File: src/rtl/clkdiv_pkg.sv
package clkdiv_pkg;

    localparam int unsigned CFG_W    = 32;
    localparam int unsigned DIV_W    = 6;
    localparam int unsigned CORE_LSB = 25;
    localparam int unsigned CORE_CW  = 3;
    localparam int unsigned SRC_BIT  = 23;
    localparam int unsigned BUS_LSB  = 20;
    localparam int unsigned BUS_CW   = 3;
    localparam int unsigned PER_LSB  = 18;
    localparam int unsigned PER_CW   = 2;

    typedef logic [DIV_W-1:0] div_t;

    typedef enum logic [0:0] {
        ST_RUN  = 1'b0,
        ST_PEND = 1'b1
    } stage_st_e;

    function automatic div_t core_div_f(input logic [CORE_CW-1:0] code);
        div_t d;
        case (code)
            3'd1:    d = div_t'(2);
            3'd2:    d = div_t'(4);
            3'd3:    d = div_t'(8);
            3'd4:    d = div_t'(16);
            default: d = div_t'(1);
        endcase
        return d;
    endfunction

    function automatic div_t bus_div_f(input logic [BUS_CW-1:0] code);
        div_t d;
        case (code)
            3'd0:    d = div_t'(1);
            3'd1:    d = div_t'(2);
            3'd2:    d = div_t'(4);
            3'd3:    d = div_t'(5);
            3'd4:    d = div_t'(6);
            3'd5:    d = div_t'(8);
            3'd6:    d = div_t'(16);
            default: d = div_t'(32);
        endcase
        return d;
    endfunction

    function automatic div_t per_div_f(input logic [PER_CW-1:0] code);
        return div_t'(1) << code;
    endfunction

endpackage

File: src/rtl/clkdiv_decode.sv
module clkdiv_decode
    import clkdiv_pkg::*;
(
    input  logic [CFG_W-1:0] word_i,
    output div_t             core_div_o,
    output div_t             bus_div_o,
    output div_t             per_div_o,
    output logic             pll_sel_o
);

    logic unused_bits;

    always_comb begin
        core_div_o = core_div_f(word_i[CORE_LSB +: CORE_CW]);
        bus_div_o  = bus_div_f(word_i[BUS_LSB +: BUS_CW]);
        per_div_o  = per_div_f(word_i[PER_LSB +: PER_CW]);
        pll_sel_o  = word_i[SRC_BIT];
    end

    assign unused_bits = ^{word_i[CFG_W-1:CORE_LSB+CORE_CW],
                           word_i[SRC_BIT+1],
                           word_i[PER_LSB-1:0]};

endmodule

File: src/rtl/clkdiv_stage.sv
module clkdiv_stage
    import clkdiv_pkg::*;
#(
    parameter int unsigned W = DIV_W
) (
    input  logic         clk_i,
    input  logic         rst_ni,
    input  logic         tick_i,
    input  logic         load_i,
    input  logic [W-1:0] div_i,
    output logic         pulse_o
);

    stage_st_e    st_q, st_d;
    logic [W-1:0] cnt_q;
    logic [W-1:0] cur_q;
    logic [W-1:0] pend_q;
    logic         at_end;

    // Terminal count: last tick of the running period.
    assign at_end = tick_i && (cnt_q == cur_q - W'(1));

    // State register.
    always_ff @(posedge clk_i or negedge rst_ni) begin
        if (!rst_ni) begin
            st_q <= ST_RUN;
        end else begin
            st_q <= st_d;
        end
    end

    // Next state.
    always_comb begin
        st_d = st_q;
        unique case (st_q)
            ST_RUN:  if (load_i && !at_end) st_d = ST_PEND;
            ST_PEND: if (at_end)            st_d = ST_RUN;
        endcase
    end

    // Counter and divisor registers.
    always_ff @(posedge clk_i or negedge rst_ni) begin
        if (!rst_ni) begin
            cnt_q  <= '0;
            cur_q  <= W'(1);
            pend_q <= W'(1);
        end else begin
            if (load_i) begin
                pend_q <= div_i;
            end
            if (tick_i) begin
                cnt_q <= at_end ? '0 : cnt_q + W'(1);
            end
            if (at_end) begin
                if (load_i) begin
                    cur_q <= div_i;
                end else if (st_q == ST_PEND) begin
                    cur_q <= pend_q;
                end
            end
        end
    end

    // Outputs.
    always_comb begin
        pulse_o = at_end;
    end

endmodule

File: src/rtl/clkdiv_tree.sv
module clkdiv_tree
    import clkdiv_pkg::*;
(
    input  logic             clk_i,
    input  logic             rst_ni,
    input  logic             pll_tick_i,
    input  logic             xtal_tick_i,
    input  logic [CFG_W-1:0] cfg_word_i,
    input  logic             cfg_load_i,
    output logic             core_en_o,
    output logic             bus_en_o,
    output logic             per_en_o
);

    localparam int unsigned N_SRC_STAGES = 2;

    div_t                    core_div, bus_div, per_div;
    logic                    new_sel;
    logic                    pll_sel_q;
    logic                    src_tick;
    div_t                    src_div [N_SRC_STAGES];
    logic [N_SRC_STAGES-1:0] src_pulse;

    clkdiv_decode u_dec (
        .word_i     (cfg_word_i),
        .core_div_o (core_div),
        .bus_div_o  (bus_div),
        .per_div_o  (per_div),
        .pll_sel_o  (new_sel)
    );

    // Source selection changes on the capturing edge.
    always_ff @(posedge clk_i or negedge rst_ni) begin
        if (!rst_ni) begin
            pll_sel_q <= 1'b0;
        end else if (cfg_load_i) begin
            pll_sel_q <= new_sel;
        end
    end

    assign src_tick   = pll_sel_q ? pll_tick_i : xtal_tick_i;
    assign src_div[0] = core_div;
    assign src_div[1] = bus_div;

    // Stages counted directly on the selected source.
    for (genvar g = 0; g < N_SRC_STAGES; g++) begin : g_src_stage
        clkdiv_stage #(.W(DIV_W)) u_stage (
            .clk_i   (clk_i),
            .rst_ni  (rst_ni),
            .tick_i  (src_tick),
            .load_i  (cfg_load_i),
            .div_i   (src_div[g]),
            .pulse_o (src_pulse[g])
        );
    end

    // Peripheral stage counted on bus pulses.
    clkdiv_stage #(.W(DIV_W)) u_per_stage (
        .clk_i   (clk_i),
        .rst_ni  (rst_ni),
        .tick_i  (src_pulse[1]),
        .load_i  (cfg_load_i),
        .div_i   (per_div),
        .pulse_o (per_en_o)
    );

    assign core_en_o = src_pulse[0];
    assign bus_en_o  = src_pulse[1];

endmodule

File: config.mk
export PLATFORM = sky130hd
export DESIGN_NAME = clkdiv_tree
export DESIGN_NICKNAME = d
export VERILOG_FILES = /design/src/rtl/clkdiv_pkg.sv /design/src/rtl/clkdiv_decode.sv /design/src/rtl/clkdiv_stage.sv /design/src/rtl/clkdiv_tree.sv
export SDC_FILE = /design/constraint.sdc
export NUM_CORES = 1
export LEC_CHECK = 0
export ABC_AREA = 1
export CELL_PAD_IN_SITES_DETAIL_PLACEMENT = 1
export CELL_PAD_IN_SITES_GLOBAL_PLACEMENT = 2
export CORE_ASPECT_RATIO = 1.25
export CORE_UTILIZATION = 34
export CTS_CLUSTER_DIAMETER = 100
export DETAILED_ROUTE_END_ITERATION = 10
export GPL_TIMING_DRIVEN = 0
export PLACE_DENSITY_LB_ADDON = 0.1
export SLEW_MARGIN = 25
export SYNTH_ARGS = -nofsm -noshare
export SYNTH_HDL_FRONTEND = slang
export SYNTH_SLANG_ARGS = --single-unit
export TNS_END_PERCENT = 20
File: constraint.sdc
create_clock -name clk_i -period 5.7 [get_ports clk_i]
set_clock_uncertainty 0.05 [all_clocks]
set_input_delay 1.14 -clock clk_i [delete_from_list [all_inputs] [get_ports clk_i]]
set_output_delay 1.14 -clock clk_i [all_outputs]
set_load 0.05 [all_outputs]
==> flow_metrics.tcl, run 1 <==
set metrics [dict create \
    status "finished, final reports clean" \
    fp-row-count 37 \
    synth_area_um2 2919 \
    tritoncts "yes" \
    place_area_um2 3208 \
    start_kind "input port" \
    root_buffer "clkbuf_8" \
    hp-class "reg2reg" \
    timing.critical_path.buf_inv 4 \
    synth-main-ff-cell "dfrtp_1" \
    drt_iter0_drc 54 \
    cp_cell_sequence "clkdlybuf4s50_1 -> nand2_1 -> nand2_2 -> inv_1 -> nor2_1 -> nand3_1 -> nor2_4 -> nand2_1 -> inv_2 -> clkdlybuf4s50_1" \
    fp.dieW_um 84.88 \
    synthTopCellsByArea "dfrtp_1 39%, nand2_1 16%, inv_1 6.3%" \
    finalHoldViolCount 0 \
    portBuffers 15 \
    grt_max_degree 29 \
    via_count 2432 \
    p_leak_nw 1.698 \
    grt_pass1_wl_um 11980 \
    ys_top_cells_by_count "127 x nand2_1, 49 x inv_1, 46 x dfrtp_1" \
    final_cell_area_um2 3329 \
    max_cap_violations 0 \
    clock.fmax_mhz 214.7 \
    clock_sinks 52 \
    drc 0 \
    setup_viol 0 \
    drt-vias-per-instance 4.845 \
    ys_warn_count 0 \
    core-area_um2 8287 \
    cp.arrival_ps 3470 \
    synth-seq-cells 52 \
    synthCells 381 \
    dieArea_um2 8962 \
    period_share_pct 81.70 \
    setup_tns_ps 0 \
    clk_latency_ps 310 \
    drt-total-wl_um 6720 \
    synth_cell_type_count 32 \
    worst_path_max_delay_cell "clkdlybuf4s50_1" \
    end_kind "primary output" \
    critPathMaxStageDelay_ps 820 \
    path_delay_family "buffers and inverters" \
    first_pass_iters 4 \
    hold_buffers 0 \
    cts.path.max_buffers 2 \
    avgSynthCellArea_um2 7.662 \
    post-cts-setup-buffer-count 0 \
    htree_levels 2 \
    wl_per_cell_um 13.39 \
    antenna_found_initial 0 \
    drtAntennaViolNets 0 \
    p_per_area_nw_per_um2 357.8 \
    maxSlewHeadroom_pct 60.69 \
    clk_pin_slew_ps 90 \
    antenna_cells 0 \
    synth-edff-count 0 \
    synth.most_common_cell "nand2_1" \
    grtUsageTotal_pct 16.86 \
    synth_top_cell_by_area "dfrtp_1" \
    cts_resized 0 \
    numCtsBuffers 5 \
    synth_nets 424 \
    seq_area_frac_synth_pct 44.83 \
    crit_type "in2out" \
    drv_slew 0 \
    grt_pass1_vias 2523 \
    synth_top_area_share_pct 39.43 \
    syn2layout_area_growth_pct 14.06 \
    required_ps 4510 \
    ios 40 \
    worst_slew_pin_slew_ps 582.2 \
    r2r_slack_ps 3530 \
    place_congestion 0.7326 \
    min_period_ps 4657 \
    ir_drop_mv 0.1362 \
    drive_gt1_share_pct 10.12 \
    fp.dieH_um 105.6 \
    initial_core_util_pct 35.23 \
    post-dp-hpwl_um 5274 \
    grt_overflow_total 0 \
    path_max_fanout 7 \
    grt_setup_unrepaired "false" \
    nets 447 \
    async_flop_share_pct 100.0 \
]
[area by class of cell]
| cell class | instances | area (µm²) |
|---|---|---|
| clock buffer | 6 | 82.58 |
| buffer | 6 | 35.03 |
| clock inverter | 2 | 38.79 |
| sequential | 52 | 1309 |
| fill | 1014 | 4957 |
| inverter | 54 | 202.7 |
| timing repair buffer | 16 | 167.7 |
| tap | 97 | 121.4 |
| multi-input combinational | 269 | 1373 |
[path summary, 6_finish.rpt]
| check | startpoint | cells past startpoint | endpoint |
|---|---|---|---|
| setup reg to reg | u_per_stage.cur_q[0]$_DFFE_PN1P_ | 10 | u_per_stage.st_q$_DFF_PN0_ |
| setup / recovery | pll_tick_i | 10 | core_en_o |
| hold / removal | u_per_stage.cur_q[0]$_DFFE_PN1P_ | 2 | u_per_stage.cur_q[0]$_DFFE_PN1P_ |
| hold reg to reg | u_per_stage.cur_q[0]$_DFFE_PN1P_ | 2 | u_per_stage.cur_q[0]$_DFFE_PN1P_ |
| min in group asynchronous | rst_ni | 1 | g_src_stage[1].u_stage.cnt_q[3]$_DFFE_PN0P_ |
| max in group asynchronous | rst_ni | 2 | u_per_stage.cur_q[0]$_DFFE_PN1P_ |
[where the power goes]
| group | internal [W] | switching [W] | leakage, nW |
|---|---|---|---|
| logic | 0.000160 | 0.000235 | 0.986 |
| registers | 0.000444 | 0.0000776 | 0.650 |
| clock network | 0.000144 | 0.000131 | 0.0614 |
[metrics by stage]
stage | hold WS, ps | setup WS [ps] | total power [W] | std cells | utilization (%)
floorplan | 400.1 | 2176 | 0.0008243 | 381 | -
global placement | 420.5 | 1006 | 0.0009157 | 493 | 38.50
detailed placement | 425.6 | 1001 | 0.0009330 | 494 | 38.71
CTS | 440.7 | 990.6 | 0.001215 | 502 | 40.18
global route | 453.9 | 851.7 | 0.001304 | 502 | 40.18
finish | 435.0 | 1043 | 0.001191 | 502 | 40.18
[registers in the layout, summed over array words and instances, names as in the netlist]
register,count
pll_sel_q,1
g_src_stage.u_stage.pend_q,11
u_per_stage.st_q,1
u_per_stage.cur_q,4
u_per_stage.pend_q,4
u_per_stage.cnt_q,6
g_src_stage.u_stage.st_q,2
g_src_stage.u_stage.cnt_q,12
g_src_stage.u_stage.cur_q,11
[tightest hold or removal path, delay by kind of cell (launching register included)]
family           cells  cell delay [ps]
flip-flops           1              390
AND/OR/NAND/NOR      2              100
[routing by layer]
| layer | global-route usage [%] | share of wire (%) | up-vias |
|---|---|---|---|
| met5 | 0 | 0 | - |
| met4 | 3.632 | 0.79 | 0 |
| met3 | 2.349 | 1.5 | 4 |
| met2 | 30.89 | 52 | 13 |
| met1 | 20.89 | 46 | 1171 |
| li1 | - | - | 1244 |
[kinds of logic after synthesis]
group | Yosys count | synth area share, %
AND/OR/NAND/NOR | 219 | 33.35
buffers and inverters | 60 | 8.144
flip-flops | 52 | 44.83
AO/OA/AOI/OAI | 24 | 4.843
XOR/XNOR | 20 | 6.258
adder cells (fa/ha/maj) | 6 | 2.572
[placed cells by master (no fill, tap or decap), types with 2 or more instances in the layout]
master,instances
dfrtp_1,46
nand3b_1,5
nor2_1,27
ha_1,6
nand3_1,30
o21ai_0,11
dfstp_2,6
xor2_1,14
nand4_1,13
clkbuf_8,6
a21oi_1,3
nand2_2,3
o31ai_1,2
or2_2,3
o21a_1,2
nor3_1,3
nand2_1,127
nor2_4,3
inv_2,5
xnor2_1,5
buf_2,3
clkdlybuf4s50_1,14
inv_1,49
o21ai_1,3
nor2_2,3
No activity file was read; power rests on OpenSTA's default activity.
==> inputs of run 2 (changes only) <==
Settings changed: CORE_UTILIZATION 34 to 32.
Clock period 5.7 ns to 4.3 ns, I/O delays scaled along.
==> flow_metrics.tcl, run 2 (synthesis gave the netlist of run 1 again) <==
set metrics [dict create \
    drt-vias-per-instance 4.619 \
    first_pass_iters 4 \
    grt_setup_unrepaired "false" \
    numCtsBuffers 5 \
    pwr-share-comb_pct 34.0 \
    hold_buffers 0 \
    maxSlewHeadroom_pct 60.63 \
    setup_viol 0 \
    drtAntennaViolNets 0 \
    grt_overflow_total 0 \
    antenna_found_initial 0 \
    power.switching_w 0.0006087 \
    drc 0 \
    clock.fmax_mhz 242.6 \
    cp.arrival_ps 3210 \
    reg.largest.list "g_src_stage.u_stage.cnt_q (12), g_src_stage.u_stage.cur_q (11), g_src_stage.u_stage.pend_q (11)" \
    final_cell_area_um2 3339 \
    place_congestion 0.7557 \
    grtUsageTotal_pct 16.39 \
    status "finished, final reports clean" \
    pre_cts_slack_ps 144.5 \
    p_leak_nw 1.688 \
    antenna_cells 0 \
    core-area_um2 8748 \
    crit_type "in2out" \
    top_register "g_src_stage.u_stage.cnt_q" \
    ir_drop_mv 0.2220 \
    internal_power_w 0.0009220 \
    fp.dieH_um 108.8 \
    pwr-share-seq_pct 45.4 \
    ios 40 \
    clk_pin_slew_ps 110 \
    fp.dieW_um 87.43 \
    max_cap_violations 0 \
    layout.cells.most_common_list "127 x nand2_1, 49 x inv_1, 46 x dfrtp_1" \
    end_kind "primary output" \
    nets 447 \
    root_buffer "clkbuf_8" \
    fill_cells 1133 \
    finalHoldViolCount 0 \
    initial_core_util_pct 33.37 \
    cts_resized 0 \
    via_count 2425 \
    clock_sinks 52 \
    fp-row-count 38 \
    drive_gt1_share_pct 10.12 \
    tritoncts "yes" \
    htree_levels 2 \
    p_total_w 0.001531 \
    p_per_area_nw_per_um2 458.4 \
    layout_commonest_cell "nand2_1" \
    r2r_slack_ps 2120 \
    largest_register_ff_count 12 \
    drt_iter0_drc 85 \
    clk_latency_ps 310 \
    grt_pass1_wl_um 12000 \
    swShare_pct 39.77 \
    post-cts-setup-buffer-count 0 \
    syn2layout_area_growth_pct 14.40 \
    path_max_fanout 7 \
    holdWs_ps 386.4 \
    dieArea_um2 9511 \
    grt_pass1_vias 2558 \
    post-dp-hpwl_um 5385 \
    worst_slew_pin_slew_ps 583.2 \
    min_period_ps 4122 \
    layout_setup_ws_ps 177.9 \
    period_share_pct 95.86 \
    wl_per_cell_um 13.14 \
    grt_max_degree 29 \
    cts.path.max_buffers 2 \
    start_kind "input port" \
    place_area_um2 3237 \
    required_ps 3390 \
    p_clk_share_pct 20.6 \
    hp-class "in2async" \
    setup_tns_ps 0 \
    portBuffers 15 \
    drv_slew 0 \
    drt-total-wl_um 6896 \
]
run 2: changes by cell type in the layout (fill, tap and decap cells not counted), sizes merged:
cell and delta:
clkinv +1, bufinv -1, clkbuf -1, inv +1
run 2: metrics by stage:
stage	util [%]	cells
floorplan	-	381
global placement	36.80	516
global route	38.17	525
detailed placement	37.00	517
finish	38.17	525
CTS	38.17	525
run 2: critical path, cell delays in order:
cell and delay [ps]:
clkdlybuf4s50_1 460, nand2_1 60, nand2_2 130, inv_1 140, nor2_1 130, nand3_1 130
nor2_4 210, nand2_1 130, inv_2 140, clkdlybuf4s50_1 810
run 2: area by class of cell:
| class | count | area, µm² | area share [%] |
|---|---|---|---|
| plain buffers | 6 | 35.03 | 1.049 |
| clock buffers | 5 | 68.82 | 2.061 |
| clock inverters | 3 | 33.78 | 1.012 |
| inverters | 54 | 202.7 | 6.070 |
| multi-input cells | 269 | 1373 | 41.10 |
| flip-flops and latches | 52 | 1309 | 39.19 |
| well taps | 120 | 150.1 | 4.496 |
| repair buffers | 16 | 167.7 | 5.021 |
run 2: layer usage:
layer	GRT usage (%)	up-vias	wire, µm
met1	19.55	1161	3075
met5	0	-	0
met4	4.215	0	48
met3	2.498	4	100
met2	30.36	15	3672
li1	-	1245	-
run 2: final timing paths:
check,from,to,cells past startpoint
min reg2reg,u_per_stage.cur_q[0]$_DFFE_PN1P_,u_per_stage.cur_q[0]$_DFFE_PN1P_,2
max reg2reg,g_src_stage[1].u_stage.cur_q[0]$_DFFE_PN1P_,g_src_stage[1].u_stage.cnt_q[5]$_DFFE_PN0P_,11
min in group clk_i,u_per_stage.cur_q[0]$_DFFE_PN1P_,u_per_stage.cur_q[0]$_DFFE_PN1P_,2
min,rst_ni,g_src_stage[1].u_stage.cnt_q[4]$_DFFE_PN0P_,1
max,pll_tick_i,core_en_o,10
max in group asynchronous,rst_ni,g_src_stage[1].u_stage.pend_q[0]$_DFFE_PN1P_,2
run 2: power by group through the flow:
stage / combinational (W) / sequential, W / clock (W)
6_report: 0.000520 / 0.000695 / 0.000316
5_1_grt: 0.000614 / 0.000712 / 0.000358
4_1_cts: 0.000531 / 0.000700 / 0.000335
3_5_place_dp: 0.000528 / 0.000709 / 0
3_3_place_gp: 0.000510 / 0.000705 / 0
2_1_floorplan: 0.000418 / 0.000675 / 0
==> inputs of run 3 (changes only) <==
Settings changed: HOLD_SLACK_MARGIN set to 0.15, SETUP_SLACK_MARGIN set to 0.15, TNS_END_PERCENT 20 to not set.
==> flow_metrics.tcl, run 3 (synthesis gave the netlist of run 1 again) <==
set metrics [dict create \
    place_inst 517 \
    timing.critical_path.buf_inv 3 \
    clk_pin_slew_ps 110 \
    nets 447 \
    fill_cells 1134 \
    min_period_ps 3897 \
    p_per_area_nw_per_um2 458.2 \
    path_max_fanout 10 \
    numCtsBuffers 5 \
    maxSlewHeadroom_pct 61.82 \
    initial_core_util_pct 33.37 \
    p_leak_nw 1.711 \
    max_cap_violations 0 \
    wl_per_cell_um 13.13 \
    largest_register_ff_count 12 \
    period_share_pct 90.64 \
    grt_setup_unrepaired "false" \
    ff_latch_area_um2 1309 \
    layout.cells.most_common_list "127 x nand2_1, 49 x inv_1, 46 x dfrtp_1" \
    drt_iter0_drc 78 \
    drive_gt1_share_pct 10.12 \
    clock_sinks 52 \
    layout_setup_ws_ps 402.7 \
    hp-class "in2async" \
    layout_commonest_cell "nand2_1" \
    setup_tns_ps 0 \
    clock.fmax_mhz 256.6 \
    drtAntennaViolNets 0 \
    path_delay_family "buffers and inverters" \
    grt_overflow_total 0 \
    fin_util_pct 38.19 \
    grt_pass1_vias 2558 \
    worst_slew_pin_slew_ps 565.6 \
    via_count 2424 \
    worst_path_max_delay_cell "clkdlybuf4s50_1" \
    htree_levels 2 \
    setup_viol 0 \
    multiInputGateArea_um2 1373 \
    hold_buffers 0 \
    cp_cell_sequence "clkdlybuf4s50_1 -> nand2_1 -> nand2_2 -> nand3_1 -> nor2_2 -> nand2_2 -> nor2_4 -> buf_6 -> clkdlybuf4s50_1" \
    ir_drop_mv 0.2220 \
    place_congestion 0.7557 \
    core-area_um2 8748 \
    grt_pass1_wl_um 12000 \
    post-dp-hpwl_um 5385 \
    status "finished, final reports clean" \
    grtUsageTotal_pct 16.39 \
    grt_max_degree 29 \
    fp.dieH_um 108.8 \
    cts.path.max_buffers 2 \
    cp.arrival_ps 2990 \
    first_pass_iters 4 \
    layout.cells.non_filler 525 \
    antenna_found_initial 0 \
    root_buffer "clkbuf_8" \
    drc 0 \
    top_register "g_src_stage.u_stage.cnt_q" \
    crit_type "in2out" \
    drt-total-wl_um 6893 \
    dieArea_um2 9511 \
    drv_slew 0 \
    portBuffers 15 \
    finalHoldViolCount 0 \
    critPathMaxStageDelay_ps 800 \
    start_kind "input port" \
    pre_cts_slack_ps 144.5 \
    syn2layout_area_growth_pct 14.44 \
    fp-row-count 38 \
    ios 40 \
    fp.dieW_um 87.43 \
    tritoncts "yes" \
    drt-vias-per-instance 4.617 \
    reg.largest.list "g_src_stage.u_stage.cnt_q (12), g_src_stage.u_stage.cur_q (11), g_src_stage.u_stage.pend_q (11)" \
    end_kind "primary output" \
    clk_latency_ps 320 \
    required_ps 3390 \
    antenna_cells 0 \
]
[run 3: worst paths after layout]
check / from / end / slack, ps / cells after the start
min in group clk_i: u_per_stage.cur_q[0]$_DFFE_PN1P_ / u_per_stage.cur_q[0]$_DFFE_PN1P_ / 450 / 2
max: pll_tick_i / bus_en_o / 400 / 9
min reg2reg: u_per_stage.cur_q[0]$_DFFE_PN1P_ / u_per_stage.cur_q[0]$_DFFE_PN1P_ / 450 / 2
min: rst_ni / g_src_stage[1].u_stage.cnt_q[4]$_DFFE_PN0P_ / 380 / 1
max reg2reg: g_src_stage[1].u_stage.cur_q[0]$_DFFE_PN1P_ / g_src_stage[1].u_stage.cnt_q[5]$_DFFE_PN0P_ / 2110 / 11
max in group asynchronous: rst_ni / g_src_stage[1].u_stage.pend_q[0]$_DFFE_PN1P_ / 3270 / 2
[run 3: stage by stage]
stage               area, µm²  hold WS, ps  total power (W)
global route             3341        395.3         0.001683
finish                   3341        383.9         0.001531
detailed placement       3237        433.4         0.001236
global placement         3219        421.9         0.001216
floorplan                2919        400.1         0.001093
CTS                      3338        388.0         0.001565
[run 3: where the power goes]
group	switching, W	total [W]	internal [W]
sequential	0.000107	0.000695	0.000588
combinational	0.000309	0.000519	0.000211
clock	0.000193	0.000316	0.000123
[run 3: routing by layer]
metal | routed length, µm | vias up | track usage (%) | part of all wire (%)
li1 | - | 1243 | - | -
met1 | 3075 | 1162 | 19.55 | 45
met2 | 3670 | 15 | 30.36 | 53
met3 | 99 | 4 | 2.498 | 1.4
met4 | 48 | 0 | 4.215 | 0.70
met5 | 0 | - | 0 | 0
[run 3: final cells by class]
cell class / count / share of cell area [%]
clock buffer: 5 / 2.060
tap: 120 / 4.494
timing repair buffer: 16 / 5.056
buffer: 6 / 1.049
clock inverter: 3 / 1.011
inverter: 54 / 6.067
multi-input combinational: 269 / 41.09
sequential: 52 / 39.18
[run 3: timing repair]
item / CTS / global route
cloned: 0 / 0
resized for setup: 1 / 1
endpoints found under the setup margin: 1 / 1
setup buffers: 0 / 0
hold endpoints to repair: 0 / 0
[run 3: worst register-to-register path: cells and delay by family, from the launching register on]
kind / cells / cell delay [ps]
and+or+nand+nor: 6 / 690
adders and majority gates: 1 / 310
DFF: 1 / 590
buffers and inverters: 4 / 460
